==> config.mk <==
export PLATFORM = sky130hd
export DESIGN_NAME = bcd_calendar_counter
export DESIGN_NICKNAME = d
export VERILOG_FILES = /design/src/rtl/rtc_cal_pkg.sv /design/src/rtl/rtc_subsec.sv /design/src/rtl/rtc_bcd_wrap.sv /design/src/rtl/rtc_hour_unit.sv /design/src/rtl/rtc_load_check.sv /design/src/rtl/bcd_calendar_counter.sv
export SDC_FILE = /design/constraint.sdc
export NUM_CORES = 1
export LEC_CHECK = 0
export BUFFER_PORTS_ARGS = -buffer_cell sky130_fd_sc_hd__buf_2
export CORE_MARGIN = 2
export CORE_UTILIZATION = 30
export CTS_CLUSTER_DIAMETER = 120
export CTS_CLUSTER_SIZE = 24
export DETAILED_ROUTE_END_ITERATION = 10
export GPL_TIMING_DRIVEN = 0
export PLACE_DENSITY = 0.5
export SYNTH_ARGS = -nofsm -noshare
export SYNTH_HDL_FRONTEND = slang
export SYNTH_HIERARCHICAL = 1
export SYNTH_SLANG_ARGS = --single-unit
export TNS_END_PERCENT = 50
==> constraint.sdc <==
create_clock -name clk -period 6.3 [get_ports clk]
set_input_delay 1.26 -clock clk [delete_from_list [all_inputs] [get_ports clk]]
set_output_delay 1.26 -clock clk [all_outputs]
set_load 0.03 [all_outputs]
==> src/rtl/rtc_cal_pkg.sv <==
package rtc_cal_pkg;

  localparam int BCD_W    = 8;
  localparam int DOW_W    = 3;
  localparam int DOW_LAST = 6;

  typedef logic [BCD_W-1:0] bcd2_t;
  typedef logic [DOW_W-1:0] dow_t;

  localparam bcd2_t CENT_OLD = 8'h19;
  localparam bcd2_t CENT_NEW = 8'h20;

  function automatic logic bcd_ok(bcd2_t v);
    return (v[7:4] <= 4'd9) && (v[3:0] <= 4'd9);
  endfunction

  function automatic bcd2_t bcd_inc(bcd2_t v);
    if (v[3:0] >= 4'd9) return {v[7:4] + 4'd1, 4'h0};
    return {v[7:4], v[3:0] + 4'd1};
  endfunction

  function automatic logic [6:0] bcd_to_bin(bcd2_t v);
    return 7'(v[7:4]) * 7'd10 + 7'(v[3:0]);
  endfunction

  function automatic logic leap_year(bcd2_t yr);
    logic [6:0] b;
    b = bcd_to_bin(yr);
    return b[1:0] == 2'b00;
  endfunction

  function automatic bcd2_t month_days(bcd2_t mon, bcd2_t yr);
    case (mon)
      8'h02:                      return leap_year(yr) ? 8'h29 : 8'h28;
      8'h04, 8'h06, 8'h09, 8'h11: return 8'h30;
      default:                    return 8'h31;
    endcase
  endfunction

endpackage

==> src/rtl/rtc_subsec.sv <==
module rtc_subsec #(
  parameter int SUB_DIV = 4
) (
  input  logic clk,
  input  logic rst,
  input  logic clr,
  input  logic tick,
  output logic sec_pulse
);

  localparam int PH_W = (SUB_DIV > 1) ? $clog2(SUB_DIV) : 1;

  generate
    if (SUB_DIV == 1) begin : g_direct
      assign sec_pulse = tick && !clr;
    end else begin : g_div
      localparam logic [PH_W-1:0] PH_LAST = PH_W'(SUB_DIV - 1);
      logic [PH_W-1:0] phase;

      always_ff @(posedge clk) begin
        if (rst || clr)       phase <= '0;
        else if (tick)        phase <= (phase == PH_LAST) ? '0 : phase + 1'b1;
      end

      assign sec_pulse = tick && !clr && (phase == PH_LAST);

      a_r2_phase_range: assert property (@(posedge clk) disable iff (rst)
        phase <= PH_LAST);
      a_r2_phase_idle: assert property (@(posedge clk) disable iff (rst)
        (!tick && !clr) |=> $stable(phase));
      a_r10_phase_clear: assert property (@(posedge clk) disable iff (rst)
        clr |=> (phase == '0));
    end
  endgenerate

endmodule

==> src/rtl/rtc_bcd_wrap.sv <==
module rtc_bcd_wrap import rtc_cal_pkg::*; #(
  parameter bcd2_t RST_VAL = 8'h00
) (
  input  logic  clk,
  input  logic  rst,
  input  logic  ld,
  input  bcd2_t ld_val,
  input  logic  inc,
  input  bcd2_t lo,
  input  bcd2_t hi,
  output bcd2_t val,
  output logic  at_hi
);

  assign at_hi = (val >= hi);

  always_ff @(posedge clk) begin
    if (rst)      val <= RST_VAL;
    else if (ld)  val <= ld_val;
    else if (inc) val <= at_hi ? lo : bcd_inc(val);
  end

  a_r12_bcd_digits: assert property (@(posedge clk) disable iff (rst)
    bcd_ok(val));
  a_r12_in_range: assert property (@(posedge clk) disable iff (rst)
    (val >= lo) && (val <= hi));
  a_r3_wrap_low: assert property (@(posedge clk) disable iff (rst)
    (inc && !ld && at_hi) |=> (val == $past(lo)));
  a_r3_hold: assert property (@(posedge clk) disable iff (rst)
    (!inc && !ld) |=> $stable(val));

endmodule

==> src/rtl/rtc_hour_unit.sv <==
module rtc_hour_unit import rtc_cal_pkg::*; (
  input  logic  clk,
  input  logic  rst,
  input  logic  ld,
  input  bcd2_t ld_hour,
  input  logic  ld_mode24,
  input  logic  ld_pm,
  input  logic  inc,
  output bcd2_t hour,
  output logic  mode24,
  output logic  pm,
  output logic  day_end
);

  bcd2_t nxt_hour;
  logic  nxt_pm;

  always_comb begin
    nxt_hour = bcd_inc(hour);
    nxt_pm   = pm;
    day_end  = 1'b0;
    if (mode24) begin
      if (hour >= 8'h23) begin
        nxt_hour = 8'h00;
        day_end  = 1'b1;
      end
    end else begin
      if (hour >= 8'h12) begin
        nxt_hour = 8'h01;
      end else if (hour == 8'h11) begin
        nxt_hour = 8'h12;
        nxt_pm   = ~pm;
        day_end  = pm;
      end
    end
  end

  always_ff @(posedge clk) begin
    if (rst) begin
      hour   <= 8'h12;
      mode24 <= 1'b0;
      pm     <= 1'b0;
    end else if (ld) begin
      hour   <= ld_hour;
      mode24 <= ld_mode24;
      pm     <= ld_mode24 ? 1'b0 : ld_pm;
    end else if (inc) begin
      hour   <= nxt_hour;
      pm     <= nxt_pm;
    end
  end

  a_r4_range24: assert property (@(posedge clk) disable iff (rst)
    mode24 |-> (hour <= 8'h23 && bcd_ok(hour)));
  a_r4_pm_low: assert property (@(posedge clk) disable iff (rst)
    mode24 |-> !pm);
  a_r5_range12: assert property (@(posedge clk) disable iff (rst)
    !mode24 |-> (hour >= 8'h01 && hour <= 8'h12 && bcd_ok(hour)));
  a_r5_pm_flip: assert property (@(posedge clk) disable iff (rst)
    (inc && !ld && !mode24 && hour == 8'h11) |=> (pm != $past(pm)));
  a_r5_pm_steady: assert property (@(posedge clk) disable iff (rst)
    (inc && !ld && !mode24 && hour != 8'h11) |=> $stable(pm));

endmodule

==> src/rtl/rtc_load_check.sv <==
module rtc_load_check import rtc_cal_pkg::*; (
  input  bcd2_t sec,
  input  bcd2_t min,
  input  bcd2_t hour,
  input  logic  mode24,
  input  bcd2_t date,
  input  bcd2_t month,
  input  bcd2_t year,
  input  bcd2_t century,
  input  dow_t  dow,
  output logic  ok
);

  logic time_ok, hour_ok, cal_ok, misc_ok;

  always_comb begin
    time_ok = bcd_ok(sec) && (sec <= 8'h59) && bcd_ok(min) && (min <= 8'h59);
    hour_ok = bcd_ok(hour) &&
              (mode24 ? (hour <= 8'h23) : (hour >= 8'h01 && hour <= 8'h12));
    cal_ok  = bcd_ok(month) && (month >= 8'h01) && (month <= 8'h12) &&
              bcd_ok(year) && bcd_ok(date) && (date >= 8'h01) &&
              (date <= month_days(month, year));
    misc_ok = ((century == CENT_OLD) || (century == CENT_NEW)) &&
              (dow <= dow_t'(DOW_LAST));
    ok      = time_ok && hour_ok && cal_ok && misc_ok;
  end

endmodule

==> src/rtl/bcd_calendar_counter.sv <==
module bcd_calendar_counter import rtc_cal_pkg::*; #(
  parameter int SUB_DIV = 4
) (
  input  logic       clk,
  input  logic       rst,
  input  logic       tick,
  input  logic       wr_valid,
  output logic       wr_ready,
  input  logic [7:0] wr_sec,
  input  logic [7:0] wr_min,
  input  logic [7:0] wr_hour,
  input  logic       wr_mode24,
  input  logic       wr_pm,
  input  logic [7:0] wr_date,
  input  logic [7:0] wr_month,
  input  logic [7:0] wr_year,
  input  logic [7:0] wr_century,
  input  logic [2:0] wr_dow,
  output logic [7:0] cur_sec,
  output logic [7:0] cur_min,
  output logic [7:0] cur_hour,
  output logic       cur_mode24,
  output logic       cur_pm,
  output logic [7:0] cur_date,
  output logic [7:0] cur_month,
  output logic [7:0] cur_year,
  output logic [7:0] cur_century,
  output logic [2:0] cur_dow
);

  localparam int N_BASE60 = 2;

  logic  ld_ok, take, adv;
  logic  hour_inc, hour_day_end, day_inc;
  logic  date_hi, month_inc, month_hi, year_inc, year_hi;
  bcd2_t date_len;
  bcd2_t century_q;
  dow_t  dow_q;

  bcd2_t                fld_ld  [N_BASE60];
  bcd2_t                fld_val [N_BASE60];
  logic  [N_BASE60-1:0] fld_inc;
  logic  [N_BASE60-1:0] fld_hi;

  assign wr_ready = 1'b1;
  assign take     = wr_valid && ld_ok;

  rtc_load_check u_check (
    .sec(wr_sec), .min(wr_min), .hour(wr_hour), .mode24(wr_mode24),
    .date(wr_date), .month(wr_month), .year(wr_year),
    .century(wr_century), .dow(wr_dow), .ok(ld_ok)
  );

  rtc_subsec #(.SUB_DIV(SUB_DIV)) u_subsec (
    .clk(clk), .rst(rst), .clr(take), .tick(tick && !take), .sec_pulse(adv)
  );

  assign fld_ld[0] = wr_sec;
  assign fld_ld[1] = wr_min;
  assign fld_inc[0] = adv;
  assign fld_inc[1] = adv && fld_hi[0];

  generate
    for (genvar g = 0; g < N_BASE60; g++) begin : g_base60
      rtc_bcd_wrap #(.RST_VAL(8'h00)) u_fld (
        .clk(clk), .rst(rst), .ld(take), .ld_val(fld_ld[g]), .inc(fld_inc[g]),
        .lo(8'h00), .hi(8'h59), .val(fld_val[g]), .at_hi(fld_hi[g])
      );
    end
  endgenerate

  assign hour_inc = fld_inc[N_BASE60-1] && fld_hi[N_BASE60-1];

  rtc_hour_unit u_hour (
    .clk(clk), .rst(rst), .ld(take), .ld_hour(wr_hour), .ld_mode24(wr_mode24),
    .ld_pm(wr_pm), .inc(hour_inc), .hour(cur_hour), .mode24(cur_mode24),
    .pm(cur_pm), .day_end(hour_day_end)
  );

  assign day_inc   = hour_inc && hour_day_end;
  assign date_len  = month_days(cur_month, cur_year);
  assign month_inc = day_inc && date_hi;
  assign year_inc  = month_inc && month_hi;

  rtc_bcd_wrap #(.RST_VAL(8'h01)) u_date (
    .clk(clk), .rst(rst), .ld(take), .ld_val(wr_date), .inc(day_inc),
    .lo(8'h01), .hi(date_len), .val(cur_date), .at_hi(date_hi)
  );

  rtc_bcd_wrap #(.RST_VAL(8'h01)) u_month (
    .clk(clk), .rst(rst), .ld(take), .ld_val(wr_month), .inc(month_inc),
    .lo(8'h01), .hi(8'h12), .val(cur_month), .at_hi(month_hi)
  );

  rtc_bcd_wrap #(.RST_VAL(8'h00)) u_year (
    .clk(clk), .rst(rst), .ld(take), .ld_val(wr_year), .inc(year_inc),
    .lo(8'h00), .hi(8'h99), .val(cur_year), .at_hi(year_hi)
  );

  always_ff @(posedge clk) begin
    if (rst)                                              century_q <= CENT_NEW;
    else if (take)                                        century_q <= wr_century;
    else if (year_inc && year_hi && century_q == CENT_OLD) century_q <= CENT_NEW;
  end

  always_ff @(posedge clk) begin
    if (rst)          dow_q <= '0;
    else if (take)    dow_q <= wr_dow;
    else if (day_inc) dow_q <= (dow_q >= dow_t'(DOW_LAST)) ? '0 : dow_q + 1'b1;
  end

  assign cur_sec     = fld_val[0];
  assign cur_min     = fld_val[1];
  assign cur_century = century_q;
  assign cur_dow     = dow_q;

  a_r8_century_legal: assert property (@(posedge clk) disable iff (rst)
    (cur_century == CENT_OLD) || (cur_century == CENT_NEW));
  a_r8_century_hold: assert property (@(posedge clk) disable iff (rst)
    (cur_century == CENT_NEW && !take) |=> (cur_century == CENT_NEW));
  a_r9_dow_range: assert property (@(posedge clk) disable iff (rst)
    cur_dow <= dow_t'(DOW_LAST));
  a_r9_dow_quiet: assert property (@(posedge clk) disable iff (rst)
    (!day_inc && !take) |=> $stable(cur_dow));
  a_r7_leap_day: assert property (@(posedge clk) disable iff (rst)
    (cur_month == 8'h02 && cur_date == 8'h29) |-> leap_year(cur_year));
  a_r10_load_all: assert property (@(posedge clk) disable iff (rst)
    take |=> (cur_sec == $past(wr_sec) && cur_min == $past(wr_min) &&
              cur_date == $past(wr_date) && cur_year == $past(wr_year) &&
              cur_dow == $past(wr_dow)));
  a_r11_drop: assert property (@(posedge clk) disable iff (rst)
    (wr_valid && !ld_ok && !tick) |=>
      ($stable(cur_sec) && $stable(cur_hour) && $stable(cur_date) &&
       $stable(cur_month) && $stable(cur_century) && $stable(cur_dow)));

endmodule

# Word level (Yosys, flattened, before mapping)
# Index checks and enable logic that the tools add are counted.
# W data, S select, Z words.
[op_classes]
n_addsub = 16
mul = 2
order_cmp = 36
n_eq_ne = 17
n_mux = 75
bitwise_logic = 1
reduce_logical = 58
[ops]
columns = ["operator", "count"]
rows = [
  ["$mux W8", 35],
  ["$add A4 B1 Y4 const B", 12],
  ["$le A4 B4 Y1 const B", 12],
  ["$eq A8 B5 Y1 const B", 5],
  ["$mux W1", 34],
  ["$eq A8 B3 Y1 const B", 4],
  ["$logic_and A1 B1 Y1", 32],
  ["$ge A4 B4 Y1 const B", 6],
  ["$ge A8 B1 Y1 const B", 3],
  ["$eq A8 B2 Y1 const B", 2],
  ["$eq A8 B4 Y1 const B", 2],
  ["$ge A8 B5 Y1 const B", 2],
  ["$ge A8 B7 Y1 const B", 2],
  ["$le A8 B5 Y1 const B", 2],
  ["$le A8 B7 Y1 const B", 2],
  ["$pmux W8 S2", 1],
  ["$reduce_bool A2 Y1", 8],
  ["$reduce_bool A3 Y1", 5],
  ["$pmux W5 S2", 1],
  ["$reduce_and A2 Y1", 5],
  ["$mux W3", 3],
  ["$eq A8 B6 Y1 const B", 1],
  ["$ge A8 B6 Y1", 1],
  ["$ge A8 B6 Y1 const B", 1],
  ["18 further kinds", 24],
]
[word_totals]
reg_bits = 63
input_bits = 65
elab_cells = 221

# Longest topological paths before layout
# Gate-level depths: netlist of the first run.
[logic_depth]
depth_word = 27
depth_mapped = 21

# Modules after synthesis
# Netlist of the first run, hierarchy kept.
[modules_own_cells]
columns = ["module", "instances", "cells_per_inst", "area_per_inst_um2", "seq_area_each_um2"]
rows = [
  ["rtc_bcd_wrap at g_base60[0].u_fld ...", 3, 102, 798.3, 160.2],
  ["rtc_bcd_wrap at u_date ...", 2, 102, 825.8, 160.2],
  ["rtc_hour_unit", 1, 96, 778.2, 200.2],
  ["bcd_calendar_counter", 1, 77, 644.4, 220.2],
  ["rtc_load_check", 1, 54, 359.1, 0.0],
  ["rtc_subsec", 1, 9, 103.8, 40.0],
]

# Least setup slack after synthesis of the first run
# OpenSTA, ideal clock, no wires.
[synth_timing]
path_type = "input port to flip-flop"
from = "input wr_month[5]"
to = "register u_month.val[0]"
setup_time_ns = 0.122
arrival_ns = 5.046
required_ns = 6.178
slack_ns = 1.132
cell_stages = 19
cell_sequence = "nor3_1 nand4b_1 nor2_1 a21oi_1 ha_1 a32oi_1 o221ai_1 o2111a_1 nand2_1 clkbuf_1 and2_1 and3b_1 nand4_1 inv_1 and2_1 clkbuf_1 inv_1 or3_1 o32a_1"
[synth_via]
elab_chain_len = 20
[synth_lines]
columns = ["item", "line", "source"]
rows = [
  ["from (decl)", "bcd_calendar_counter.sv:15", "input logic [7:0] wr_month,"],
  ["branches (longest 7 deep; another with $le A8 B8 Y1)", "-", ""],
  ["$logic_and A1 B1 Y1 (*)", "rtc_load_check.sv:21", "bcd_ok(year) && bcd_ok(date) && (date >= 8'h01) &&"],
  ["$logic_and A1 B1 Y1 (*) (2 in a row)", "rtc_load_check.sv:25", "ok = time_ok && hour_ok && cal_ok && misc_ok;"],
  ["net ld_ok", "bcd_calendar_counter.sv:33", "logic ld_ok, take, adv;"],
  ["$logic_and A1 B1 Y1 (*)", "bcd_calendar_counter.sv:46", "assign take = wr_valid && ld_ok;"],
  ["$logic_not A1 Y1 (*)", "rtc_subsec.sv:25, bcd_calendar_counter.sv:55", ""],
  ["$logic_and A1 B1 Y1", "bcd_calendar_counter.sv:55", ".clk(clk), .rst(rst), .clr(take), .tick(tick && !take), .sec_pulse(adv)"],
  ["$logic_and A1 B1 Y1 (*) (2 in a row)", "rtc_subsec.sv:25", "assign sec_pulse = tick && !clr && (phase == PH_LAST);"],
  ["net adv", "bcd_calendar_counter.sv:33", ""],
  ["$logic_and A1 B1 Y1 (*)", "bcd_calendar_counter.sv:61", "assign fld_inc[1] = adv && fld_hi[0];"],
  ["$logic_and A1 B1 Y1 (*)", "bcd_calendar_counter.sv:72", "assign hour_inc = fld_inc[N_BASE60-1] && fld_hi[N_BASE60-1];"],
  ["$logic_and A1 B1 Y1 (*)", "bcd_calendar_counter.sv:80", "assign day_inc = hour_inc && hour_day_end;"],
  ["net day_inc", "bcd_calendar_counter.sv:34", "logic hour_inc, hour_day_end, day_inc;"],
  ["$logic_and A1 B1 Y1 (*)", "bcd_calendar_counter.sv:82", "assign month_inc = day_inc && date_hi;"],
  ["net month_inc", "bcd_calendar_counter.sv:35", "logic date_hi, month_inc, month_hi, year_inc, year_hi;"],
  ["$reduce_bool A2 Y1 (no source line) (*)", "-", ""],
  ["to (signal assigned)", "rtc_bcd_wrap.sv:19", "else if (ld) val <= ld_val;"],
  ["to (signal assigned)", "rtc_bcd_wrap.sv:20", "else if (inc) val <= at_hi ? lo : bcd_inc(val);"],
  ["to (decl)", "rtc_bcd_wrap.sv:11", "output bcd2_t val,"],
]
# Mark *: on every way through the listed nets, which the timed path passes.
# A chain may end at the register's enable or synchronous reset.

# Final worst setup path of the first run
# Same ends and word-level chain as after synthesis.

==> results of run 1 <==
-- timing repair --
action / CTS / global route
resized for setup: 0 / 3
setup buffers: 0 / 0
setup endpoints to repair: 0 / 7
-- layer usage --
metal / up-vias / GRT usage [%] / wire length [um]
li1: 3117 / - / -
met1: 2722 / 25.86 / 9141
met2: 162 / 28.01 / 8226
met3: 16 / 4.172 / 1150
met4: 0 / 3.986 / 203
met5: - / 0 / 0
-- state kept, by name (all words and copies together), names as in the netlist --
signal and count:
u_subsec/g_div.phase 2, u_year/val 8, u_month/val 8, u_hour/pm 1, g_base60.u_fld/val 16, u_hour/mode24 1, cur_century 8, u_hour/hour 8
u_date/val 8, cur_dow 3
-- area by class of cell --
type                       count  area (um^2)  share of cell area (%)
clock inverter                 1        30.03                  0.4027
multi-input combinational    649         4476                   60.02
buffer                        29        182.7                   2.450
timing repair buffer         125        625.6                   8.389
antenna                        1        2.502                 0.03356
clock buffer                  14        244.0                   3.272
inverter                      81        304.0                   4.077
sequential                    63         1261                   16.91
tap                          265        331.6                   4.446
-- cell usage in the layout (no fill, tap or decap), drive strengths merged, types with 10 or more instances in the layout --
cell type | netlist | layout
o21ai | 32 | 32
conb | 2 | 78
xnor2 | 12 | 12
nor4 | 14 | 14
mux2i | 22 | 22
buf | 12 | 137
inv | 81 | 81
a211oi | 22 | 22
and2 | 10 | 10
nor3 | 30 | 30
dfxtp | 63 | 63
nor3b | 10 | 10
a21oi | 47 | 47
o22ai | 11 | 11
nor2 | 49 | 49
clkbuf | 16 | 30
nand3 | 33 | 33
nand2 | 46 | 46
ha | 73 | 73
or3 | 12 | 12
-- kinds of logic after synthesis --
family,synth area share (%)
xor gates and xnor gates,2.362
buffers and inverters,8.184
adders and majority gates,15.40
muxes,3.712
DFF,21.26
AOI/OAI and AO/OA,24.83
other,0.1266
and+or+nand+nor,24.13
-- worst max-delay path by stage --
stage | from | to | slack, ns | cells past startpoint
3_3_place_gp | wr_month[5] | u_month/val[0] | -0.20 | 20
4_1_cts | wr_month[5] | u_month/val[0] | 0.16 | 20
6_report | wr_month[5] | u_month/val[0] | 0.47 | 20
5_1_grt | wr_month[5] | u_month/val[0] | 0.15 | 20
2_1_floorplan | wr_month[5] | u_month/val[0] | 1.13 | 19
3_5_place_dp | wr_month[5] | u_month/val[0] | -0.16 | 20
-- tightest hold or removal path, cell delays in order, from the launching register on --
cell,delay (ns)
dfxtp_1,0.32
nand2_1,0.05
a21oi_1,0.05
-- metrics by stage --
stage	power, uW	setup slack [ns]
final	1004	0.4672
after global routing	1053	0.1543
after CTS	1020	0.1558
after detailed placement	523.3	-0.1566
after global placement	523.2	-0.2005
after floorplan	470.9	1.132
-- power by group --
| group | internal (uW) | leakage, uW | switching, uW |
|---|---|---|---|
| logic | 42.9 | 0.00280 | 68.8 |
| registers | 401 | 0.000508 | 3.77 |
| clock network | 305 | 0.000131 | 183 |
| total | 749 | 0.00344 | 255 |
==> run_results.csv, run 1 <==
group,metric,value,unit
synth,ys_top_cells_by_count,"inv_1, ha_1, dfxtp_1, nor2_1, nand2_1",
floorplan,die_area,20910,um^2
setup_path,slowest_stage,"or3_1",
timing,finalMaxSlewViolations,0,
min_path,whs_endpoint,"cur_century[1]",
placement,dp_hpwl,14550,um
setup_path,ff2ff_path_depth,13,
power_and_ir_drop,p_leak,0.003444,uW
flow_run,drv_cap,0,
cts,cts_tree,"yes",
finish,syn2layout_area_growth,25.71,%
synth,ys_seq_area_share,21.26,%
finish,post-route-util,38.32,%
finish,nNetsFinal,1096,
timing,tightest_slew,0.7442,ns
min_path,hold_path_depth,2,
min_path,min-delay-start,"cur_century[1]",
cts,cts.clk_slew.worst_paths,0.05,ns
cts,clockBufferDepth,2,
timing,relSlewSlack,50.39,%
status,status,"complete, no violations",
floorplan,rows,51,
timing,setup_viol,0,
setup_path,critPathBufInv,5,
synth,yosys_register_bits,63,
detailed_routing,vias_per_cell,4.900,
detailed_routing,drc,0,
global_routing,grt_pass1_wl,29660,um
setup_path,arrival,6.05,ns
timing,hold_viol,0,
cts,cts-buffers-inserted,9,
synth,async_reset_ff_share,0,%
cts,worstSkewPairLatency,0.34,ns
finish,final_cells,1228,
synth,synth_edf_count,0,
timing,finalClockSkew,0.005526,ns
global_routing,grt.total_usage,18.20,%
global_routing,grt_pass1_vias,5575,
synth,synthCells,746,
finish,num-fill-cells,2091,
synth,synth.most_common_cell,"inv_1",
synth,synth_warnings,6,
synth,synth_largest_area_cell,"dfxtp_1",
synth,syn_area,5932,um^2
timing,tns,0,ns
detailed_routing,ant_nets,0,
placement,place_inst,1212,
timing,layout_min_cycle_time,5.833,ns
synth,yosys_most_used_dff,"dfxtp_1",
setup_path,cp-end-kind,"flop",
placement,routabilityCongestion,0.8043,
timing,rsz0062_at_grt,"false",
cts,root_buffer,"clkbuf_16",
global_routing,antenna_found_initial,1,
min_path,hold_class,"flop to flop",
timing,fmax,0.1714,GHz
placement,placedInstanceArea,7174,um^2
floorplan,die_h,144.6,um
detailed_routing,vias,6017,
floorplan,ios,127,
setup_path,r2r_end,"u_month/val[0]",
setup_path,critPathTopFamily,"simple AND/OR/NAND/NOR gates",
cts,htree_num_levels,3,
setup_path,required,6.52,ns
setup_path,path_cells,"buf_2, nor3_2, nand4b_1, nor2_1, a21oi_1, ha_1, a32oi_1, o221ai_1, o2111a_1, nand2_1, clkbuf_2, and2_1, and3b_1, nand4_1, inv_1, and2_1, clkbuf_1, inv_1, or3_1, o32a_1",
synth,synth_top_area_share,21.26,%
synth,avgSynthCellArea,7.952,um^2
detailed_routing,wl_per_cell,15.25,um
global_routing,overflow,0,
power_and_ir_drop,irDropWorstVdd,0.1225,mV
cts,cts_sinks,63,
cts,cts_hold_buf,0,
finish,drive_gt1_share,18.40,%
setup_path,cp_max_fo,10,
floorplan,floorplan.initialDensity,30.48,%
power_and_ir_drop,power.density,134.7,nW/um^2
placement,port_buffers,125,
detailed_routing,drtIter0Drc,236,
setup_path,criticalPathCategory,"primary input to flop",
global_routing,grt_max_degree,33,
floorplan,core,19460,um^2
synth,synth_area_leaders,"dfxtp_1, ha_1, inv_1",
floorplan,dieWidth,144.6,um
setup_path,rrSetupSlack,2.11,ns
finish,finalInstanceArea,7457,um^2
detailed_routing,drt_first_pass_iters,6,
setup_path,critPathLaunchType,"primary input",
setup_path,crit_path_max_incr_delay,0.46,ns
timing,fin_crit_sh,92.58,%
setup_path,reg2reg_from,"u_year/val[4]",
timing,whs,0.4691,ns
synth,synthDistinctLibCells,83,
detailed_routing,routed_wl,18720,um
(Power assumes the default switching activity.)
==> run 2, diff against run 1 <==
Settings changed: PLACE_DENSITY 0.5 to 0.52, SYNTH_HIERARCHICAL 1 to default.
==> run_results.csv, run 2 <==
group,metric,value,unit
finish,layout_commonest_cell,"buf_2",
synth,synth_warnings,0,
setup_path,cp-startpoint,"wr_month[3]",
detailed_routing,vias_per_cell,5.458,
power_and_ir_drop,power.density,194.2,nW/um^2
floorplan,rows,44,
global_routing,grt_max_degree,12,
min_path,min-delay-start,"u_month.val[7]",
power_and_ir_drop,irDropWorstVdd,0.1288,mV
detailed_routing,vias,4787,
synth,ys_top_cells_by_count,"nor2_1, dfxtp_1, ha_1, o21ai_0, nor3_1",
synth,yosys_register_bits,63,
synth,synthDistinctLibCells,72,
setup_path,rrSetupSlack,2.80,ns
power_and_ir_drop,p_clk_share,57.2,%
synth,synth.most_common_cell,"nor2_1",
detailed_routing,wl_per_cell,18.00,um
power_and_ir_drop,p_seq_share,36.9,%
synth,synthCells,554,
cts,cts_resized,0,
detailed_routing,routed_wl,15790,um
setup_path,cp-end-kind,"flop",
floorplan,floorplan.initialDensity,30.45,%
power_and_ir_drop,power,1084,uW
timing,rsz0062_at_grt,"false",
floorplan,dieWidth,124.8,um
cts,clockBufferDepth,2,
global_routing,overflow,0,
timing,layout_min_cycle_time,4.036,ns
power_and_ir_drop,switchingPower,233.8,uW
cts,cts.clk_slew.worst_paths,0.06,ns
global_routing,grt_pass1_vias,4629,
cts,postCtsSetupBuffers,0,
placement,routabilityCongestion,0.8526,
timing,relSlewSlack,47.98,%
power_and_ir_drop,p_int,850.4,uW
synth,synth_largest_area_cell,"dfxtp_1",
floorplan,core,14370,um^2
global_routing,grt_pass1_wl,24920,um
power_and_ir_drop,p_leak,0.002421,uW
timing,tns,0,ns
finish,drive_gt1_share,24.10,%
finish,final_cell_mix,"buf_2, nor2_1, dfxtp_1",
setup_path,critPathLaunchType,"primary input",
min_path,hold_class,"flop to flop",
setup_path,critPathTopFamily,"simple AND/OR/NAND/NOR gates",
finish,largest_register_ffs,16,
cts,worstSkewPairLatency,0.34,ns
timing,setup_viol,0,
power_and_ir_drop,swShare,21.57,%
setup_path,criticalPathCategory,"primary input to flop",
placement,dp_hpwl,12370,um
setup_path,required,6.51,ns
cts,htree_num_levels,3,
timing,tightest_slew,0.7757,ns
synth,ys_seq_area_share,28.82,%
setup_path,arrival,4.24,ns
timing,hold_viol,0,
detailed_routing,drtIter0Drc,446,
global_routing,grt.total_usage,20.28,%
detailed_routing,drt_first_pass_iters,5,
status,status,"complete, no violations",
finish,antenna-diode-count,0,
detailed_routing,drc,0,
timing,fin_crit_sh,64.06,%
synth,synth_area_leaders,"dfxtp_1, ha_1, nor2_1",
setup_path,path_cells,"clkbuf_1, nor4_1, nand3_1, ha_1, or3b_2, a21boi_0, o22ai_1, nand3b_1, buf_2, nand2_1, nor3b_1",
setup_path,critPathBufInv,2,
floorplan,die_h,124.8,um
setup_path,cp_max_fo,10,
setup_path,crit_path_max_incr_delay,0.43,ns
setup_path,reg2reg_from,"u_month.val[0]",
power_and_ir_drop,combPwrFrac,5.9,%
synth,synth_edf_count,0,
flow_run,drv_cap,0,
finish,syn2layout_area_growth,27.59,%
finish,top_register,"g_base60.u_fld.val",
synth,async_reset_ff_share,0,%
timing,finalClockSkew,0.005834,ns
synth,synth_top_area_share,28.82,%
cts,cts_sinks,63,
global_routing,antenna_found_initial,0,
cts,cts-buffers-inserted,9,
setup_path,slowest_stage,"or3b_2",
synth,yosys_most_used_dff,"dfxtp_1",
placement,port_buffers,123,
cts,root_buffer,"clkbuf_16",
detailed_routing,ant_nets,0,
cts,cts_hold_buf,0,
timing,fmax,0.2478,GHz
finish,nNetsFinal,795,
floorplan,ios,127,
synth,syn_area,4375,um^2
cts,cts_tree,"yes",
timing,finalMaxSlewViolations,0,
synth,avgSynthCellArea,7.898,um^2
synth,syn_nets,661,
floorplan,die_area,15570,um^2
==> run 2: logic make-up after synthesis <==
kind of cell / Yosys count / share of synthesized area (%)
other cells: 1 / 0.08571
buf+inv: 57 / 5.691
mux: 3 / 0.7149
flops: 63 / 28.82
compound gates: 150 / 23.62
simple gates: 234 / 28.25
fa+ha+maj: 42 / 12.01
xor+xnor: 4 / 0.8006
==> run 2: metal layers <==
layer  GRT usage (%)  routed length (um)  up-vias
met3           4.940                1109       22
li1                -                   -     2330
met2           33.65                7574      169
met5               0                   0        -
met1           25.49                6744     2266
met4           7.403                 358        0
==> run 2: path summary, 6_finish.rpt <==
check / to / depth (start not counted)
worst max register to register: u_date.val[2] / 12
worst max-delay path: g_base60[1].u_fld.val[7] / 11
worst min-delay path: u_month.val[7] / 2
worst min register to register: u_month.val[7] / 2
==> run 2: cell type report <==
type                    count  area (um^2)
clock inverters             6        132.6
inverters                  33        123.9
clock buffers              10        229.0
well taps                 184        230.2
multi-input cells         434         2865
plain buffers              24        125.1
repair buffers            123        615.6
fillers                  1518         8786
flip-flops and latches     63         1261
==> run 2: stage by stage <==
| step | instances | setup slack (ns) | util, % | cell area, um^2 | hold slack [ns] |
|---|---|---|---|---|---|
| after floorplan | 554 | 2.757 | - | 4375 | 0.4646 |
| after global routing | 877 | 2.013 | 38.85 | 5583 | 0.4922 |
| final | 877 | 2.264 | 38.85 | 5583 | 0.4709 |
| after detailed placement | 861 | 1.933 | 36.34 | 5221 | 0.4663 |
| after global placement | 861 | 1.996 | 36.34 | 5221 | 0.4630 |
| after CTS | 877 | 2.301 | 38.85 | 5583 | 0.4727 |
==> run 2: power by group through the flow <==
| stage | Clock (uW) | Combinational [uW] | Sequential (uW) |
|---|---|---|---|
| 3_5_place_dp | 0 | 63.4 | 409 |
| 4_1_cts | 634 | 63.7 | 400 |
| 2_1_floorplan | 0 | 22.6 | 409 |
| 3_3_place_gp | 0 | 62.3 | 409 |
| 5_1_grt | 653 | 69.2 | 400 |
| 6_report | 620 | 64.0 | 400 |
==> run 2: worst reg2reg max path, stage by stage, from the launching register on <==
cell	delay (ns)
dfxtp_1	0.43
inv_1	0.13
ha_1	0.25
o211ai_1	0.15
o21ai_0	0.14
a21oi_1	0.18
ha_1	0.27
a21o_1	0.18
a211oi_1	0.67
nand3_1	0.32
nor3_1	0.29
nand3b_1	0.12
a311oi_1	0.28
